`config.mk`:
```
export PLATFORM = sky130hd
export DESIGN_NAME = ssadcAccum
export DESIGN_NICKNAME = d
export VERILOG_FILES = /design/src/rtl/ssAccumPkg.sv /design/src/rtl/ssAccumCtrl.sv /design/src/rtl/ssAccumPath.sv /design/src/rtl/ssadcAccum.sv
export SDC_FILE = /design/constraint.sdc
export NUM_CORES = 1
export LEC_CHECK = 0
export BUFFER_PORTS_ARGS = -buffer_cell sky130_fd_sc_hd__buf_4
export CAP_MARGIN = 20
export CORE_MARGIN = 2
export CORE_UTILIZATION = 40
export CTS_CLUSTER_DIAMETER = 80
export DETAILED_ROUTE_END_ITERATION = 10
export GPL_TIMING_DRIVEN = 0
export SKIP_CTS_REPAIR_TIMING = 1
export SLEW_MARGIN = 30
export SYNTH_ARGS = -nofsm -noshare
export SYNTH_HDL_FRONTEND = slang
export SYNTH_SLANG_ARGS = --single-unit
```
`constraint.sdc`:
```
create_clock -name clk -period 6.4 [get_ports clk]
set_input_delay 0.96 -clock clk [delete_from_list [all_inputs] [get_ports clk]]
set_output_delay 0.96 -clock clk [all_outputs]
set_load 0.01 [all_outputs]
```
`src/rtl/ssAccumPkg.sv`:
```
package ssAccumPkg;

  // Strobes and levels from control to the datapath
  typedef struct packed {
    logic armed;      // a ramp is in progress
    logic rearm;      // a ramp starts this cycle
    logic clearAcc;   // first ramp of a level starts
    logic addSample;  // a valid ramp end: add the sample
    logic finish;     // this ramp end closes the level
    logic toSig;      // the current level is the signal level
  } accStrobeT;

endpackage

```
`src/rtl/ssAccumCtrl.sv`:
```
module ssAccumCtrl
  import ssAccumPkg::*;
#(
  parameter int MAX_BITS = 14,
  parameter int MAX_LOG  = 3,
  parameter int DEPTH_W  = $clog2(MAX_BITS + 1),
  parameter int LOG_W    = $clog2(MAX_LOG + 1)
) (
  input  logic               clk,
  input  logic               rstN,
  input  logic [DEPTH_W-1:0] cfgDepth,
  input  logic [LOG_W-1:0]   cfgSampLog,
  input  logic               rampStart,
  input  logic               rampEnd,
  output accStrobeT          stb,
  output logic [DEPTH_W-1:0] depthQ,
  output logic [LOG_W-1:0]   logQ
);

  localparam int CNT_W = MAX_LOG;
  localparam int CN_W  = MAX_LOG + 1;

  logic             armed;
  logic             toSig;
  logic [CNT_W-1:0] convCnt;
  logic [CN_W-1:0]  cntNext;
  logic             lastConv;
  logic             levelStart;
  logic             endOk;
  logic [DEPTH_W-1:0] depthBounded;
  logic [LOG_W-1:0]   logBounded;

  always_comb begin
    if (cfgDepth == '0) begin
      depthBounded = DEPTH_W'(1);
    end else if (cfgDepth > DEPTH_W'(MAX_BITS)) begin
      depthBounded = DEPTH_W'(MAX_BITS);
    end else begin
      depthBounded = cfgDepth;
    end
    if (cfgSampLog > LOG_W'(MAX_LOG)) begin
      logBounded = LOG_W'(MAX_LOG);
    end else begin
      logBounded = cfgSampLog;
    end
  end

  always_comb begin
    cntNext    = {1'b0, convCnt} + CN_W'(1);
    lastConv   = (cntNext == (CN_W'(1) << logQ));
    levelStart = rampStart && (convCnt == '0);
    endOk      = rampEnd && armed;

    stb.armed     = armed;
    stb.rearm     = rampStart;
    stb.clearAcc  = levelStart;
    stb.addSample = endOk;
    stb.finish    = endOk && lastConv;
    stb.toSig     = toSig;
  end

  always_ff @(posedge clk) begin
    if (!rstN) begin
      armed   <= 1'b0;
      toSig   <= 1'b0;
      convCnt <= '0;
      depthQ  <= DEPTH_W'(MAX_BITS);
      logQ    <= '0;
    end else begin
      if (rampStart) begin
        armed <= 1'b1;
      end else if (rampEnd) begin
        armed <= 1'b0;
      end

      if (levelStart) begin
        depthQ <= depthBounded;
        logQ   <= logBounded;
      end

      if (endOk) begin
        if (lastConv) begin
          convCnt <= '0;
          toSig   <= !toSig;
        end else begin
          convCnt <= cntNext[CNT_W-1:0];
        end
      end
    end
  end

endmodule

```
`src/rtl/ssAccumPath.sv`:
```
module ssAccumPath
  import ssAccumPkg::*;
#(
  parameter int MAX_BITS = 14,
  parameter int MAX_LOG  = 3,
  parameter int DEPTH_W  = $clog2(MAX_BITS + 1),
  parameter int LOG_W    = $clog2(MAX_LOG + 1)
) (
  input  logic                clk,
  input  logic                rstN,
  input  accStrobeT           stb,
  input  logic [DEPTH_W-1:0]  depthQ,
  input  logic [LOG_W-1:0]    logQ,
  input  logic                cmpIn,
  input  logic [MAX_BITS-1:0] grayCnt,
  output logic [MAX_BITS-1:0] resVal,
  output logic [MAX_BITS-1:0] sigVal,
  output logic                resDone,
  output logic                sigDone
);

  localparam int ACC_W = MAX_BITS + MAX_LOG;

  logic                cmpPrev;
  logic                captured;
  logic                tripNow;
  logic [MAX_BITS-1:0] depthMask;
  logic [MAX_BITS-1:0] latchGray;
  logic [MAX_BITS-1:0] selGray;
  logic [MAX_BITS-1:0] binConv;
  logic [MAX_BITS-1:0] sampleBin;
  logic [ACC_W-1:0]    accSum;
  logic [ACC_W-1:0]    sumNext;
  logic [MAX_BITS-1:0] avgBits;

  // depth mask: bit i kept when i < depth
  for (genvar i = 0; i < MAX_BITS; i++) begin : gMask
    assign depthMask[i] = (depthQ > DEPTH_W'(i));
  end

  assign tripNow = stb.armed && !captured && cmpIn && !cmpPrev;
  assign selGray = captured ? latchGray : (grayCnt & depthMask);

  // Gray to binary: prefix XOR from the top bit down
  assign binConv[MAX_BITS-1] = selGray[MAX_BITS-1];
  for (genvar i = MAX_BITS - 2; i >= 0; i--) begin : gG2b
    assign binConv[i] = binConv[i+1] ^ selGray[i];
  end

  assign sampleBin = (captured || tripNow) ? binConv : depthMask;
  assign sumNext   = accSum + ACC_W'(sampleBin);
  assign avgBits   = MAX_BITS'(sumNext >> logQ);

  always_ff @(posedge clk) begin
    if (!rstN) begin
      cmpPrev   <= 1'b0;
      captured  <= 1'b0;
      latchGray <= '0;
      accSum    <= '0;
      resVal    <= '0;
      sigVal    <= '0;
      resDone   <= 1'b0;
      sigDone   <= 1'b0;
    end else begin
      cmpPrev <= cmpIn;

      if (stb.rearm) begin
        captured <= 1'b0;
      end else if (tripNow) begin
        captured  <= 1'b1;
        latchGray <= grayCnt & depthMask;
      end

      if (stb.clearAcc) begin
        accSum <= '0;
      end else if (stb.addSample) begin
        accSum <= sumNext;
      end

      resDone <= stb.finish && !stb.toSig;
      sigDone <= stb.finish && stb.toSig;
      if (stb.finish) begin
        if (stb.toSig) begin
          sigVal <= avgBits;
        end else begin
          resVal <= avgBits;
        end
      end
    end
  end

endmodule

```
`src/rtl/ssadcAccum.sv`:
```
module ssadcAccum
  import ssAccumPkg::*;
#(
  parameter int MAX_BITS = 14,
  parameter int MAX_LOG  = 3,
  parameter int DEPTH_W  = $clog2(MAX_BITS + 1),
  parameter int LOG_W    = $clog2(MAX_LOG + 1)
) (
  input  logic                clk,
  input  logic                rstN,
  input  logic [DEPTH_W-1:0]  cfgDepth,
  input  logic [LOG_W-1:0]    cfgSampLog,
  input  logic                rampStart,
  input  logic                rampEnd,
  input  logic                cmpIn,
  input  logic [MAX_BITS-1:0] grayCnt,
  output logic [MAX_BITS-1:0] resVal,
  output logic [MAX_BITS-1:0] sigVal,
  output logic                resDone,
  output logic                sigDone
);

  accStrobeT          stb;
  logic [DEPTH_W-1:0] depthQ;
  logic [LOG_W-1:0]   logQ;

  ssAccumCtrl #(
    .MAX_BITS(MAX_BITS), .MAX_LOG(MAX_LOG), .DEPTH_W(DEPTH_W), .LOG_W(LOG_W)
  ) u_ctrl (
    .clk(clk), .rstN(rstN), .cfgDepth(cfgDepth), .cfgSampLog(cfgSampLog),
    .rampStart(rampStart), .rampEnd(rampEnd),
    .stb(stb), .depthQ(depthQ), .logQ(logQ)
  );

  ssAccumPath #(
    .MAX_BITS(MAX_BITS), .MAX_LOG(MAX_LOG), .DEPTH_W(DEPTH_W), .LOG_W(LOG_W)
  ) u_path (
    .clk(clk), .rstN(rstN), .stb(stb), .depthQ(depthQ), .logQ(logQ),
    .cmpIn(cmpIn), .grayCnt(grayCnt),
    .resVal(resVal), .sigVal(sigVal), .resDone(resDone), .sigDone(sigDone)
  );

endmodule

```
Word-level counts from Yosys, hierarchy flattened

Cells that the tools add are included.

Flip-flop bits (word level): 74
Output and inout port bits: 30
Word-level logic and storage cells: 80
Bits of input ports: 25

Eq/ne operators: 1
Muxes and demuxes: 8
Reduce and logical (&&, ||, !) cells: 21
Order comparisons: 16
Bitwise logic cells: 17
Shift-type cells: 2
$add $sub $neg: 2

Operators with widths:

| cell                                                | number |
|---|---|
| > comparator 4 bit (second input constant)          | 7 |
| 2-to-1 mux 14 bit                                   | 2 |
| adder 17 x 14 -> 17 bit                             | 1 |
| >> shifter 17 x 2 -> 14 bit                         | 1 |
| > comparator 4 x 3 -> 1 bit (second input constant) | 4 |
| AND 14 bit                                          | 1 |
| bitwise XOR 1 bit                                   | 13 |
| > comparator 4 x 1 -> 1 bit (second input constant) | 2 |
| > comparator 4 x 2 -> 1 bit (second input constant) | 2 |
| logical AND 1 bit                                   | 8 |
| 2-to-1 mux 4 bit                                    | 2 |
| AND reduction 2 bit                                 | 4 |
| adder 3 x 1 -> 4 bit (second input constant)        | 1 |
| == test 4 bit                                       | 1 |
| logical NOT 4 bit                                   | 1 |
| OR reduction 2 bit                                  | 2 |
| << shifter 1 x 2 -> 4 bit (first input constant)    | 1 |
| logical NOT 1 bit                                   | 3 |
| logical NOT 3 bit                                   | 1 |
| 2-to-1 mux 3 bit                                    | 1 |
| inverter 1 bit                                      | 3 |
| > comparator 2 bit (second input constant)          | 1 |
| 2-to-1 mux 1 bit                                    | 2 |
| 2-to-1 mux 2 bit                                    | 1 |
| other kinds (2)                                     | 2 |

Longest topological paths before layout

Word-level depth: 19
Mapped depth: 23
Depth with buffers taken out: 21

By module

A second synthesis with hierarchy kept.

Cell total of the unflattened synthesis: 599
Area, all modules: 4858.4 um^2

Modules (own cells, without submodules):

| module      | instances | area each (um^2) | seq. area each (um^2) | cells an instance |
|---|---|---|---|---|
| ssAccumPath | 1         | 4257.8           | 1261.2                | 534 |
| ssAccumCtrl | 1         | 600.6            | 220.2                 | 65 |

Worst setup path before layout

OpenSTA, ideal clock, no wires.

Path type: input port to flip-flop
From: in grayCnt[10]
To: reg u_path.resVal[9]
Data required time: 6284 ps
Library setup time: 116 ps
Cell stages on the path: 20
Data arrival time: 4913 ps
Slack: 1371 ps
Buffers on the path: 0
Cells stage by stage: nand4b_1 a31oi_4 xor3_2 a21o_4 xor3_2 o21ai_2 a221oi_2 a21oi_2 ha_1 inv_1 fa_1 nor2b_1 o21a_1 o21ai_1 a21oi_1 o41a_1 xor2_1 mux4_2 mux2i_1 nor2b_1

Longest elaborated chain between the ends: 16

RTL lines:

| item                            | line              | RTL |
|---|---|---|
| start, declared                 | ssadcAccum.sv:16  | `input logic [MAX_BITS-1:0] grayCnt,` |
| AND 14 bit *                    | ssAccumPath.sv:42 | `assign selGray = captured ? latchGray : (grayCnt & depthMask);` |
| 2-to-1 mux 14 bit *             | ssAccumPath.sv:42 |  |
| bitwise XOR 1 bit *             | ssAccumPath.sv:47 | `assign binConv[i] = binConv[i+1] ^ selGray[i];` |
| bitwise XOR 1 bit (10 in a row) | ssAccumPath.sv:47 |  |
| 2-to-1 mux 14 bit *             | ssAccumPath.sv:50 | `assign sampleBin = (captured \|\| tripNow) ? binConv : depthMask;` |
| adder 17 x 14 -> 17 bit *       | ssAccumPath.sv:51 | `assign sumNext = accSum + ACC_W'(sampleBin);` |
| >> shifter 17 x 2 -> 14 bit *   | ssAccumPath.sv:52 | `assign avgBits = MAX_BITS'(sumNext >> logQ);` |
| end signal, assigned            | ssAccumPath.sv:86 | `resVal <= avgBits;` |
| end, declared                   | ssAccumPath.sv:16 | `output logic [MAX_BITS-1:0] resVal,` |

Every way passes the cells marked *; elsewhere a longest branch is shown, timed or not.
A chain may end at the register's enable or synchronous reset.

Worst setup path after layout

From: in grayCnt[10]
To: reg u_path.resVal[7]

The elaborated chain is that of the path after synthesis.

==> impl_metrics.tcl <==
set metrics [dict create \
    synthAdderAreaFrac_pct 4.50 \
    finalInstanceArea_um2 5750 \
    vias 4559 \
    netlist_instances 601 \
    powerDensity_nw_per_um2 245 \
    ant_nets 0 \
    grt_setup_unrepaired "no" \
    finalCriticalPeriod_ps 5330 \
    die_area_um2 13100 \
    antenna_found_initial 0 \
    rrSetupSlack_ps 1230 \
    clockBufferDepth 2 \
    ys_warn_count 0 \
    synth_area_um2 4890 \
    synth_seq_area_share_pct 30.3 \
    io_pins 55 \
    crit_fanout 5 \
    rows 40 \
    globalplace.congestion 0.904 \
    nFillCells 1186 \
    die_w_um 115 \
    antenna_cells 0 \
    drtIter0Drc 274 \
    yosys.area_share.xor_xnor_pct 8.65 \
    overflow 0 \
    cts_sinks 74 \
    critPathArrivalTime_ps 5610 \
    grt_pass1_vias 4472 \
    viasPerCell 5.57 \
    end_kind "register" \
    syn2layout_area_growth_pct 17.7 \
    syn_avg_cell_area_um2 8.14 \
    drt_first_pass_iters 5 \
    max_clock_freq_mhz 188 \
    routedWlPerCell_um 16.7 \
    max_slew_margin_pct 47.9 \
    crit_path_top_delay_cell "mux4_2" \
    cts_tree "done" \
    multiInputGateArea_um2 3140 \
    fin_worst_skew_ps 10.1 \
    setup_viol 0 \
    clkSlewWorstSetupHoldPaths_ps 60 \
    status "finished clean" \
    post-route-drc-count 0 \
    grtUsageTotal_pct 21.7 \
    grt_max_degree 14 \
    fin_crit_sh_pct 83.3 \
    root_buffer "clkbuf_16" \
    synth_edf_count 0 \
    die_h_um 115 \
    critPathKind "in2reg" \
    drv_slew 0 \
    ys_ff_latch 74 \
    crit_chain "buf_4 > nand4b_1 > a31oi_4 > xor3_2 > a21o_4 > xor3_2 > o21ai_2 > a221oi_2 > a21oi_2 > ha_1 > inv_1 > fa_1 > nor2b_1 > o21a_1 > o21ai_1 > a21oi_1 > nor2_1 > xnor2_1 > inv_1 > mux4_2 > o22ai_1" \
    drive_gt1_share_pct 16.5 \
    synth_compound_area_share_pct 22.8 \
    synth_top_family_by_area "compound AO/OA/AOI/OAI gates" \
    total_power_mw 1.41 \
    core_area_um2 12000 \
    place_area_um2 5480 \
    stdcell_count 818 \
    grt_pass1_wl_um 22200 \
    hold_viol 0 \
    h-tree-depth 3 \
    crit_required_ps 6680 \
    route.final.wire_length_um 13700 \
    final_nets 708 \
    cap_violations 0 \
    hold_path.class "reg2reg" \
    worstMarginPinSlew_ps 779 \
    synth_mux_area_share_pct 6.12 \
    initial_core_util_pct 40.9 \
    seq_area_um2 1480 \
    cts_buffers 9 \
    place_inst 802 \
    dpl.hpwl_um 10300 \
    ys.flop_type "dfxtp_1" \
    cpPeakStageDelay_ps 500 \
    clk_latency_ps 350 \
    tns_ps 0 \
    synthArstFlopShare_pct 0 \
    io_buffers 54 \
    yosysUniqueCellTypes 74 \
    syn_nets 643 \
    synth-simple-area-share_pct 21.9 \
    ir_drop_mv 0.138 \
    crit_path_start_kind "input port" \
    holdWs_ps 462 \
    p_leak_nw 2.33 \
]
==> through the flow <==
stage	worst slack, ps	utilization, %
2_1_floorplan	1370	-
3_5_place_dp	738	45.8
6_report	1070	48.1
4_1_cts	1110	48.1
5_1_grt	772	48.1
3_3_place_gp	847	45.8
==> final timing paths <==
check	end	startpoint	cells past startpoint
max	u_path.resVal[7]$_SDFFE_PN0P_	grayCnt[10]	21
min	u_path.accSum[9]$_SDFFE_PP0P_	u_path.accSum[9]$_SDFFE_PP0P_	2
max reg2reg	u_path.resVal[7]$_SDFFE_PN0P_	u_ctrl.depthQ[2]$_SDFFE_PN1P_	23
min reg2reg	u_path.accSum[9]$_SDFFE_PP0P_	u_path.accSum[9]$_SDFFE_PP0P_	2
==> placed cells by master (no fill, tap or decap), drive strengths merged, types with 4 or more instances in the layout <==
master	count
nand3	16
and2	10
clkinv	7
mux4	7
xor2	16
nand2b	6
nand2	91
o21a	12
o21ai	35
a21o	7
o22ai	10
dfxtp	74
buf	67
o31ai	4
mux2i	13
xnor2	23
ha	16
inv	23
o211a	5
o32ai	5
nor2b	20
a31oi	7
nand3b	5
a211oi	5
a21oi	40
nor2	43
or3	6
nor3	11
a21boi	13
clkbuf	30
==> registers in the layout (all words and copies together) (netlist names) <==
name and flops:
u_ctrl.armed 1, u_path.latchGray 14, u_path.accSum 17, u_path.sigVal 14, u_path.resDone 1, u_ctrl.logQ 2
u_path.captured 1, u_path.resVal 14, u_ctrl.toSig 1, u_ctrl.convCnt 3, u_path.sigDone 1, u_path.cmpPrev 1
u_ctrl.depthQ 4
==> cell usage after synthesis, types with 13 or more instances <==
cell type  count  area share [%]
nand2_1       90             6.9
dfxtp_1       74              30
nor2_1        42             3.2
a21oi_1       38             3.9
o21ai_0       32             3.3
inv_1         22             1.7
xnor2_1       22             3.9
nor2b_1       20             2.6
clkbuf_1      19             1.5
ha_1          16             4.1
nand3_1       16             1.6
xor2_1        16             2.9
a21boi_0      13             2.0
mux2i_1       13             2.7
==> where the power goes <==
group	internal, mW	switching [mW]
registers	0.477	0.0103
logic	0.190	0.256
clock network	0.261	0.214
==> kinds of logic (layout without fill, tap and decap cells) <==
kind of cell | Yosys count | in the layout
buf+inv | 59 | 129
simple gates | 223 | 223
xor+xnor | 42 | 42
compound gates | 165 | 165
fa+ha+maj | 17 | 17
mux | 21 | 21
flops | 74 | 74
==> layout make-up <==
cell class              count  share of cell area, %
plain buffers              35                   3.26
clock buffers               9                   3.91
clock inverters             7                  0.783
inverters                  24                   1.57
multi-input cells         468                   54.5
flip-flops and latches     74                   25.7
well taps                 147                   3.20
repair buffers             54                   7.05
==> worst max-delay path, delay by kind of cell <==
| family | cells | cell delay [ps] |
|---|---|---|
| adders and majority gates | 2 | 580 |
| muxes | 1 | 500 |
| AOI/OAI and AO/OA | 9 | 1560 |
| buffers and inverters | 3 | 260 |
| xor gates and xnor gates | 3 | 1280 |
| and+or+nand+nor | 3 | 470 |
==> metal layers <==
metal / vias up / share of wire, % / track usage (%)
li1: 2244 / - / -
met1: 2185 / 47 / 27.6
met2: 113 / 47 / 36.6
met3: 17 / 4.4 / 3.44
met4: 0 / 1.8 / 9.02
met5: - / 0 / 0
(Power assumes the default switching activity.)
